==> src/rtl/seg_scan_pkg.sv <==
package seg_scan_pkg;

  localparam int unsigned NUM_POS = 4;
  localparam int unsigned POS_W   = 2;
  localparam int unsigned SEG_W   = 7;
  localparam int unsigned DIG_W   = 4;

  typedef logic [DIG_W-1:0] digit_t;
  typedef logic [SEG_W-1:0] seg_t;
  typedef logic [POS_W-1:0] pos_t;

  localparam seg_t SEG_DARK = '1;

  // Active-low segment pattern, bit 6 = g .. bit 0 = a.
  function automatic seg_t digit_to_seg_n(input digit_t d);
    seg_t lit;
    case (d)
      4'd0:    lit = 7'b0111111;
      4'd1:    lit = 7'b0000110;
      4'd2:    lit = 7'b1011011;
      4'd3:    lit = 7'b1001111;
      4'd4:    lit = 7'b1100110;
      4'd5:    lit = 7'b1101101;
      4'd6:    lit = 7'b1111101;
      4'd7:    lit = 7'b0000111;
      4'd8:    lit = 7'b1111111;
      4'd9:    lit = 7'b1101111;
      default: lit = 7'b0000000;
    endcase
    return ~lit;
  endfunction

  // Active-low anode enable for one position.
  function automatic logic [NUM_POS-1:0] pos_to_anode_n(input pos_t p);
    logic [NUM_POS-1:0] hot;
    hot = '0;
    hot[p] = 1'b1;
    return ~hot;
  endfunction

endpackage

==> src/rtl/seg_scan_prescaler.sv <==
module seg_scan_prescaler
  import seg_scan_pkg::*;
#(
  parameter int unsigned CNT_W = 14
) (
  input  logic clk,
  input  logic rst,
  output pos_t pos_o,
  output logic step_o
);

  localparam int unsigned LOW_W = CNT_W - POS_W;

  logic [CNT_W-1:0] cnt_q;

  always_ff @(posedge clk) begin
    if (rst) cnt_q <= '0;
    else     cnt_q <= cnt_q + 1'b1;
  end

  assign pos_o  = cnt_q[CNT_W-1 -: POS_W];
  // Last cycle of the current dwell: the position moves on the next edge.
  assign step_o = &cnt_q[LOW_W-1:0];


  cnt_wrap_chk: assert property (@(posedge clk) disable iff (rst)
    (&cnt_q) |=> (cnt_q == '0));


  dwell_hold_chk: assert property (@(posedge clk) disable iff (rst)
    !step_o |=> $stable(pos_o));


  pos_order_chk: assert property (@(posedge clk) disable iff (rst)
    step_o |=> (pos_o == pos_t'($past(pos_o) + 1'b1)));

endmodule

==> src/rtl/seg_scan_select.sv <==
module seg_scan_select
  import seg_scan_pkg::*;
(
  input  digit_t dig_i [NUM_POS],
  input  pos_t   pos_i,
  output digit_t dig_o
);

  digit_t masked [NUM_POS];

  for (genvar g = 0; g < NUM_POS; g++) begin : g_lane
    assign masked[g] = (pos_i == pos_t'(g)) ? dig_i[g] : '0;
  end

  always_comb begin
    dig_o = '0;
    for (int k = 0; k < NUM_POS; k++) dig_o = dig_o | masked[k];
  end

endmodule

==> src/rtl/seg_scan_top.sv <==
module seg_scan_top
  import seg_scan_pkg::*;
#(
  parameter int unsigned CNT_W = 14
) (
  input  logic       clk,
  input  logic       rst,
  input  logic [3:0] dig0_i,
  input  logic [3:0] dig1_i,
  input  logic [3:0] dig2_i,
  input  logic [3:0] dig3_i,
  output logic [3:0] anode_n_o,
  output logic [6:0] seg_n_o
);

  pos_t   scan_pos;
  logic   scan_step;
  digit_t dig_arr [NUM_POS];
  digit_t cur_dig;
  seg_t   cur_seg;
  logic   live_q;
  logic [NUM_POS-1:0] anode_q;
  seg_t   seg_q;

  assign dig_arr[0] = dig0_i;
  assign dig_arr[1] = dig1_i;
  assign dig_arr[2] = dig2_i;
  assign dig_arr[3] = dig3_i;

  seg_scan_prescaler #(.CNT_W(CNT_W)) presc_i (
    .clk    (clk),
    .rst    (rst),
    .pos_o  (scan_pos),
    .step_o (scan_step)
  );

  seg_scan_select sel_i (
    .dig_i (dig_arr),
    .pos_i (scan_pos),
    .dig_o (cur_dig)
  );

  assign cur_seg = digit_to_seg_n(cur_dig);

  always_ff @(posedge clk) begin
    if (rst) begin
      anode_q <= '1;
      seg_q   <= SEG_DARK;
      live_q  <= 1'b0;
    end else begin
      anode_q <= pos_to_anode_n(scan_pos);
      seg_q   <= cur_seg;
      live_q  <= 1'b1;
    end
  end

  assign anode_n_o = anode_q;
  assign seg_n_o   = seg_q;


  one_anode_chk: assert property (@(posedge clk) disable iff (rst)
    live_q |-> ($countones(~anode_n_o) == 1));


  blank_in_reset_chk: assert property (@(posedge clk) disable iff (rst)
    !live_q |-> (anode_n_o == 4'hF && seg_n_o == SEG_DARK));


  first_pos_chk: assert property (@(posedge clk) disable iff (rst)
    !live_q |=> (anode_n_o == 4'b1110));

endmodule

==> config.mk <==
export PLATFORM = sky130hd
export DESIGN_NAME = seg_scan_top
export DESIGN_NICKNAME = d
export VERILOG_FILES = /design/src/rtl/seg_scan_pkg.sv /design/src/rtl/seg_scan_prescaler.sv /design/src/rtl/seg_scan_select.sv /design/src/rtl/seg_scan_top.sv
export SDC_FILE = /design/constraint.sdc
export NUM_CORES = 1
export LEC_CHECK = 0
export ABC_AREA = 1
export BUFFER_PORTS_ARGS = -buffer_cell sky130_fd_sc_hd__buf_4
export CAP_MARGIN = 20
export CORE_ASPECT_RATIO = 0.75
export CORE_UTILIZATION = 50
export CTS_BUF_LIST = sky130_fd_sc_hd__clkbuf_2 sky130_fd_sc_hd__clkbuf_4 sky130_fd_sc_hd__clkbuf_8
export DETAILED_ROUTE_END_ITERATION = 7
export HOLD_SLACK_MARGIN = 0.03
export PLACE_DENSITY = 0.75
export REMOVE_ABC_BUFFERS = 1
export SLEW_MARGIN = 20
export SYNTH_ARGS = -nofsm -noshare
export SYNTH_HDL_FRONTEND = slang
export SYNTH_SLANG_ARGS = --single-unit
==> constraint.sdc <==
create_clock -name clk -period 2.35 [get_ports clk]
set_clock_uncertainty 0.15 [all_clocks]
set_input_delay 0.235 -clock clk [delete_from_list [all_inputs] [get_ports clk]]
set_output_delay 0.235 -clock clk [all_outputs]
set_load 0.05 [all_outputs]
### Yosys cells after proc, flatten, opt, wreduce, memory -nomap -nowiden

Memory sizes are Yosys's and may differ from the RTL's.
Index checks and enable logic that the tools add are counted.

* flip-flop bits (word level): 25
* latch bits: 0
* memory bits (writable): 0
* memory bits (read-only): 112
* bits of input ports: 18
* word-level logic and storage cells: 23
* memories kept: 1

Memory list
* (no name shown): words 16, width 7, rd ports 1, clocked after Yosys merged registers in 0, wr ports 0, line seg_scan_pkg.sv:17 `case (d)`

* $add $sub $neg: 1
* multipliers: 0
* div/mod/pow operators: 0
* $lt $le $gt $ge: 2
* eq/ne operators: 3
* shift operators: 0
* multiplexer cells: 6
* bitwise gates (word level): 5
* reduce and logical (&&, ||, !) cells: 2

Operators by type and width (number)
* $mux W4: 4
* $add A14 B1 Y14 const B: 1
* $or A4 B4 Y4: 3
* $not A7 Y7: 1
* $eq A2 B2 Y1 const B: 2
* $not A4 Y4: 1
* $lt A2 B3 Y1 const B: 1
* $demux W1 S2: 1
* $eq A2 B1 Y1 const B: 1
* $ge A2 B1 Y1 const B: 1
* $logic_not A2 Y1: 1
* $logic_and A1 B1 Y1: 1
* $mux W1: 1

### Logic depth before layout (Yosys ltp)

Gate-level depths: netlist of run 1.
An unclocked memory read counts as a cell.

* depth in word-level cells: 7
* mapped depth: 10
* depth with buffers taken out: 10

### Cells and area by module

From an unflattened synthesis of run 1, not the netlist that was laid out.

* cell total of the unflattened synthesis: 192
* area, all modules: 1335.0 µm²

By module, submodules not included
* seg_scan_prescaler: instances 1, cells each 98, area an instance 689.4 µm², seq. area each 280.3 µm²
* seg_scan_top: instances 1, cells each 53, area an instance 445.4 µm², seq. area each 220.2 µm²
* seg_scan_select: instances 1, cells each 41, area an instance 200.2 µm², seq. area each 0.0 µm²

### Worst setup path after synthesis of run 1

No wires, ideal clock.

* kind: register to register
* start: register presc_i.cnt_q[12]
* end: register seg_q[0] (netlist: seg_n_o[0])
* library setup time: 0.121 ns
* arrival: 1.339 ns
* data required time: 2.079 ns
* slack: 0.741 ns
* stages on the path, launching flop included: 11
* buffers on the path: 1
* period minus slack after synthesis: 1.609 ns
* path through: dfxtp_1 -> buf_6 -> nand3_1 -> nand2_1 -> nor2_1 -> inv_1 -> ha_1 -> inv_1 -> nand2_1 -> nand3_1 -> nand2_1

* word-level cells in the longest chain between the ends: 7
* elaborated cells between the ends (all ways): 13
* classes of those cells: 3 x eq/ne; 4 x mux; 4 x bitwise; 1 x reduce/logical; 1 x memory

RTL lines
* start, declared: line seg_scan_prescaler.sv:14 `logic [CNT_W-1:0] cnt_q;`
* start signal, assigned: line seg_scan_prescaler.sv:18 `else cnt_q <= cnt_q + 1'b1;`
* $eq A2 B1 Y1 or $logic_not A2 Y1 (tied branches): line seg_scan_select.sv:12 `assign masked[g] = (pos_i == pos_t'(g)) ? dig_i[g] : '0;`
* $mux W4: line seg_scan_select.sv:12
* $or A4 B4 Y4 (2 in series): line seg_scan_select.sv:17 `for (int k = 0; k < NUM_POS; k++) dig_o = dig_o | masked[k];`
* $or A4 B4 Y4 *: line seg_scan_select.sv:17
* $mem_v2 Z16 W7 *
* $not A7 Y7 *: line seg_scan_pkg.sv:30 `return ~lit;`
* end signal, assigned: line seg_scan_top.sv:52 `seg_q <= cur_seg;`
* end, declared: line seg_scan_top.sv:23 `seg_t seg_q;`

Every way passes the cells marked *; elsewhere a longest branch is shown, timed or not.
A chain may end at the register's enable or synchronous reset.

### Final worst setup path of run 1

* start: register presc_i.cnt_q[12]
* end: register seg_q[6] (netlist: seg_n_o[6])

Same word-level chain as after synthesis.

==> results.ini, run 1 <==
[min_path]
holdPathEnd=seg_n_o[4]
hp-start=dig3_i[3]
hp-class=input pin to register
hold_depth=5

[clocking]
clock_path_buffers=2
worstSkewPairLatency_ns=0.32
clock-sinks=25
htreeDepth=1
root_buffer=clkbuf_4
cts.clk_slew.worst_paths_ns=0.13
numCtsBuffers=3
cts_tree=yes
cts_hold_buf=1
postCtsSetupBuffers=0
cts_resized=0

[floorplan]
core_region_area_um2=2350
rows=15
die_area_um2=2740
die-width_um=60.1
io_pins=29
die_h_um=45.6
initial_utilization=0.540

[placement]
dp_hpwl_um=1990
place_inst=231
placed_area_um2=1490
port_buffers=28
gp_congestion=0.853

[route]
drc=0
wirelength_um=2530
first_iter_violations=44
post_drt_via_cell_ratio=4.82
ant_nets=0
first_pass_iters=4
num_vias=1138
wire_per_inst_um=10.7

[grt]
antenna_found_initial=0
grt.overflow.total=0
grt_max_degree=15
grt_usage=0.204
grt_pass1_vias=956
grt_pass1_wl_um=4130

[synth]
synth_warnings=0
synth_ff_type=dfxtp_1
syn-instance-count=173
yosys.cell_types.count=24
async_flop_share=0
syn_area_per_cell_um2=7.33
ys_seq_elements=25
synth_edf_count=0
yosysSeqAreaShare=0.395
syn-cell-area_um2=1270

[timing]
fin_crit_ns=2.04
hold_ws_ns=0.156
maxSlewViolCount=0
tightest_slew_ns=0.505
max_freq_mhz=489
fin_tns_setup_ns=0
period_share=0.870
finalHoldViolations=0
slew_headroom=0.663
finalSetupViolations=0
rsz0062_at_grt=false

[pwr]
seqPwrFrac=0.582
p_sw_frac=0.278
comb_power_share=0.168
p_clk_frac=0.250
p_leak_nw=0.688
ir_drop_mv=0.361
power_uw=762
powerDensity_nw_per_um2=499
internal-power_uw=551
switchingPower_uw=212

[job]
max-cap-violations=0

[worst_setup_path]
startpoint_type=register
crit_type=register to register
crit_arrival_ns=2.12
cp_max_fo=14
crit_path_end_kind=register
critPathRequiredTime_ns=2.43
r2r_setup_slack_ns=0.31
reg2reg_from=presc_i.cnt_q[12]
reg2reg_to=seg_n_o[6]
rr_worst_depth=10

[layout]
stdcell_area_um2=1530
antenna_cells=0
layout-drive-gt1-share=0.238
syn_to_final_growth_pct=20.6
final_cell_mix=46 x nand2_1, 28 x buf_4, 25 x dfxtp_1, 23 x nand3_1, 18 x nor2_1
layout.nets=227
final_common_cell=nand2_1
final_cells=236

[status]
status=completed

worst max-delay path by stage:
| stage | start | end | depth (start not counted) | slack, ns |
|---|---|---|---|---|
| finish | presc_i.cnt_q[12] | seg_n_o[6] | 10 | 0.31 |
| global route | presc_i.cnt_q[12] | seg_n_o[0] | 10 | 0.12 |
| CTS | presc_i.cnt_q[12] | seg_n_o[6] | 10 | 0.31 |
| detailed placement | presc_i.cnt_q[12] | seg_n_o[6] | 10 | 0.32 |
| global placement | presc_i.cnt_q[12] | seg_n_o[3] | 10 | 0.46 |
| floorplan | presc_i.cnt_q[12] | seg_n_o[0] | 10 | 0.57 |
routing by layer:
| metal | vias to the layer above | wire length, µm | track usage |
|---|---|---|---|
| met2 | 38 | 1050 | 0.292 |
| li1 | 606 | - | - |
| met3 | 4 | 165 | 0.0511 |
| met5 | - | 0 | 0 |
| met4 | 0 | 16 | 0.0419 |
| met1 | 490 | 1300 | 0.307 |
cells by family after synthesis:
logic type	count (synthesis)	synth area share
AO/OA/AOI/OAI	15	0.0711
XOR/XNOR	1	0.00691
adder cells (fa/ha/maj)	6	0.0592
buffers and inverters	25	0.0849
flip-flops	25	0.395
AND/OR/NAND/NOR	101	0.383
through the flow:
stage | setup WS (ns) | utilization
6_report | 0.305 | 0.652
3_3_place_gp | 0.459 | 0.636
5_1_grt | 0.117 | 0.652
2_1_floorplan | 0.572 | -
4_1_cts | 0.306 | 0.652
3_5_place_dp | 0.319 | 0.636
worst max-delay path: stages (launching register included):
cell,delay (ns)
dfxtp_1,0.66
inv_2,0.13
nand3_1,0.10
nand2_1,0.06
nor2_1,0.29
inv_1,0.11
ha_1,0.21
inv_1,0.05
nand2_1,0.07
nand3_1,0.08
nand2_1,0.05
layout make-up:
class / instances / area, µm²
Sequential cell: 25 / 500
Multi-Input combinational cell: 123 / 659
Timing Repair Buffer: 29 / 220
Clock inverter: 1 / 5.00
Clock buffer: 3 / 22.5
Fill cell: 205 / 817
Inverter: 21 / 78.8
Tap cell: 34 / 42.5
cells in the mapped netlist, types with 2 or more instances:
library cell | count | area, µm²
inv_2 | 4 | 15.0
o21ai_0 | 4 | 20.0
inv_1 | 17 | 63.8
nor2_2 | 3 | 18.8
nand3_2 | 2 | 20.0
ha_1 | 6 | 75.1
nand2_1 | 46 | 173
dfxtp_1 | 25 | 500
a21oi_1 | 8 | 40.0
nand3_1 | 23 | 115
nand2_2 | 3 | 18.8
nand4_1 | 2 | 12.5
nor2_1 | 18 | 67.6
buf_2 | 2 | 10.0
registers in the layout (all words and copies together) (netlist names):
name	flops
presc_i.cnt_q	14
seg_n_o	7
anode_n_o	4
power groups by stage:
stage	combinational, mW	sequential [mW]	clock [mW]
6_report	0.128	0.443	0.191
5_1_grt	0.140	0.445	0.210
4_1_cts	0.129	0.444	0.194
3_5_place_dp	0.128	0.453	0
3_3_place_gp	0.127	0.452	0
2_1_floorplan	0.0437	0.486	0
Power figures use the tool's default switching activity.
==> inputs of run 2 (changes only) <==
--- a/config.mk
+++ b/config.mk
@@ -14,7 +14,6 @@
 export DETAILED_ROUTE_END_ITERATION = 7
 export HOLD_SLACK_MARGIN = 0.03
 export PLACE_DENSITY = 0.75
-export REMOVE_ABC_BUFFERS = 1
 export SLEW_MARGIN = 20
 export SYNTH_ARGS = -nofsm -noshare
 export SYNTH_HDL_FRONTEND = slang
==> run 2 against run 1 <==
Against the previous run: critical path type unchanged; wire length down 2.7%; clock-buffer cell count unchanged; non-clock buffer count unchanged; maximum frequency up 1.3%; final area up 0.16%; largest power group unchanged; combinational power about the same; flip-flop and latch count unchanged.
==> results.ini, run 2 (synthesis results as in run 1) <==
[status]
status=completed  ; unchanged

[clocking]
cts_resized=0  ; unchanged
numCtsBuffers=3  ; unchanged
clock-sinks=25  ; unchanged
cts_tree=yes  ; unchanged
clock_path_buffers=2  ; unchanged
postCtsSetupBuffers=0  ; unchanged
htreeDepth=1  ; unchanged
cts_hold_buf=1  ; unchanged
root_buffer=clkbuf_4  ; unchanged
cts.clk_slew.worst_paths_ns=0.14  ; was 0.13 ns
worstSkewPairLatency_ns=0.32  ; about the same

[worst_setup_path]
cp_slowest_cell=dfxtp_1  ; unchanged
rr_worst_depth=10  ; unchanged
reg2reg_from=presc_i.cnt_q[12]  ; unchanged
cp_max_fo=14  ; unchanged
crit_path_end_kind=register  ; unchanged
slowest_delay_ns=0.65  ; was 0.66 ns
cp_common_cell=nand2_1  ; unchanged
path_delay_family=flip-flops  ; unchanged
crit_buf_inv=3  ; unchanged
endpoint=seg_n_o[3]  ; was seg_n_o[6]
crit_type=register to register  ; unchanged
cp_num_cells=10  ; unchanged
critPathRequiredTime_ns=2.42  ; was 2.43 ns
reg2reg_to=seg_n_o[3]  ; was seg_n_o[6]
crit_arrival_ns=2.09  ; was 2.12 ns
startpoint_type=register  ; unchanged
r2r_setup_slack_ns=0.33  ; was 0.31 ns
worstPathCellList=inv_2 -> nand3_1 -> nand2_1 -> nor2_1 -> inv_1 -> ha_1 -> inv_1 -> nand2_1 -> nand3_1 -> nand2_1  ; unchanged
crit_start=presc_i.cnt_q[12]  ; unchanged

[timing]
fin_tns_setup_ns=0  ; unchanged
rsz0062_at_grt=false  ; unchanged
tightest_slew_ns=0.490  ; was 0.505 ns
maxSlewViolCount=0  ; unchanged
slew_headroom=0.673  ; was 0.663
period_share=0.859  ; was 0.870
max_freq_mhz=495  ; was 489 MHz
fin_crit_ns=2.02  ; was 2.04 ns
finalSetupViolations=0  ; unchanged
finalHoldViolations=0  ; unchanged

[floorplan]
die_h_um=45.6  ; unchanged
die_area_um2=2740  ; unchanged
rows=15  ; unchanged
initial_utilization=0.540  ; unchanged
die-width_um=60.1  ; unchanged
core_region_area_um2=2350  ; unchanged
io_pins=29  ; unchanged

[layout]
antenna_cells=0  ; unchanged
layout-drive-gt1-share=0.238  ; unchanged
seq_area_um2=500  ; unchanged
largest_reg_flops=14  ; unchanged
utilization=0.653  ; was 0.652
final_cell_mix=46 x nand2_1, 28 x buf_4, 25 x dfxtp_1, 23 x nand3_1, 18 x nor2_1  ; unchanged
final_common_cell=nand2_1  ; unchanged
multi_input_comb_area_um2=659  ; unchanged
syn_to_final_growth_pct=20.8  ; was 20.6%
layout.nets=227  ; unchanged
fillCellCount=199  ; was 205
largest_register=presc_i.cnt_q  ; unchanged

[route]
wire_per_inst_um=10.4  ; was 10.7 µm
num_vias=1110  ; was 1138
post_drt_via_cell_ratio=4.70  ; was 4.82
wirelength_um=2460  ; was 2530 µm
first_pass_iters=4  ; unchanged
ant_nets=0  ; unchanged
drc=0  ; unchanged
first_iter_violations=26  ; was 44

[placement]
port_buffers=28  ; unchanged
dp_hpwl_um=1980  ; was 1990 µm
gp_congestion=0.870  ; was 0.853

[grt]
grt_max_degree=16  ; was 15
grt_usage=0.196  ; was 0.204
antenna_found_initial=0  ; unchanged
grt.overflow.total=0  ; unchanged
grt_pass1_vias=873  ; was 956
grt_pass1_wl_um=3880  ; was 4130 µm

[pwr]
power_uw=766  ; was 762 µW
p_leak_nw=0.684  ; was 0.688 nW
powerDensity_nw_per_um2=500  ; was 499 nW/µm²
ir_drop_mv=0.236  ; was 0.361 mV

[job]
max-cap-violations=0  ; unchanged

[min_path]
hp-class=input pin to register  ; unchanged

[synth]
synth_nets=197

-- run 2: power by group --
part / switching [mW] / leakage (nW) / total, mW / internal (mW)
Combinational: 0.0789 / 0.466 / 0.128 / 0.0493
Clock: 0.130 / 0.0139 / 0.195 / 0.0650
Sequential: 0.00557 / 0.205 / 0.443 / 0.438
-- run 2: per-layer routing --
layer / global-route usage / wire length [µm] / vias up
met4: 0.0419 / 10 / 0
met3: 0.0597 / 123 / 2
met5: 0 / 0 / -
met2: 0.270 / 1010 / 32
li1: - / - / 608
met1: 0.295 / 1320 / 468
-- run 2: tightest hold or removal path, stage by stage --
cell and delay [ns]:
buf_4 0.08, nand2_1 0.07, nand4_4 0.10, a21oi_1 0.07, nand2_1 0.05
-- run 2: area by class of cell --
class                   count  area share
clock inverters             1     0.00490
flip-flops and latches     25       0.327
well taps                  34      0.0278
inverters                  21      0.0515
multi-input cells         123       0.431
clock buffers               3      0.0147
repair buffers             29       0.144
-- run 2: worst min path at each step --
stage,from,to,slack [ns],cells after the start
2_1_floorplan,presc_i.cnt_q[0],presc_i.cnt_q[0],0.27,1
3_3_place_gp,presc_i.cnt_q[0],presc_i.cnt_q[0],0.28,1
3_5_place_dp,presc_i.cnt_q[0],presc_i.cnt_q[0],0.29,1
4_1_cts,dig3_i[3],seg_n_o[4],0.16,5
5_1_grt,dig3_i[3],seg_n_o[2],0.17,5
6_report,dig3_i[3],seg_n_o[4],0.17,5
-- run 2: metrics by stage --
step | hold WS, ns | setup WS [ns] | area, µm² | std cells
2_1_floorplan | 0.268 | 0.741 | 1270 | 173
3_3_place_gp | 0.280 | 0.451 | 1490 | 231
3_5_place_dp | 0.289 | 0.349 | 1490 | 231
4_1_cts | 0.157 | 0.337 | 1530 | 236
5_1_grt | 0.168 | 0.169 | 1530 | 236
6_report | 0.170 | 0.331 | 1530 | 236
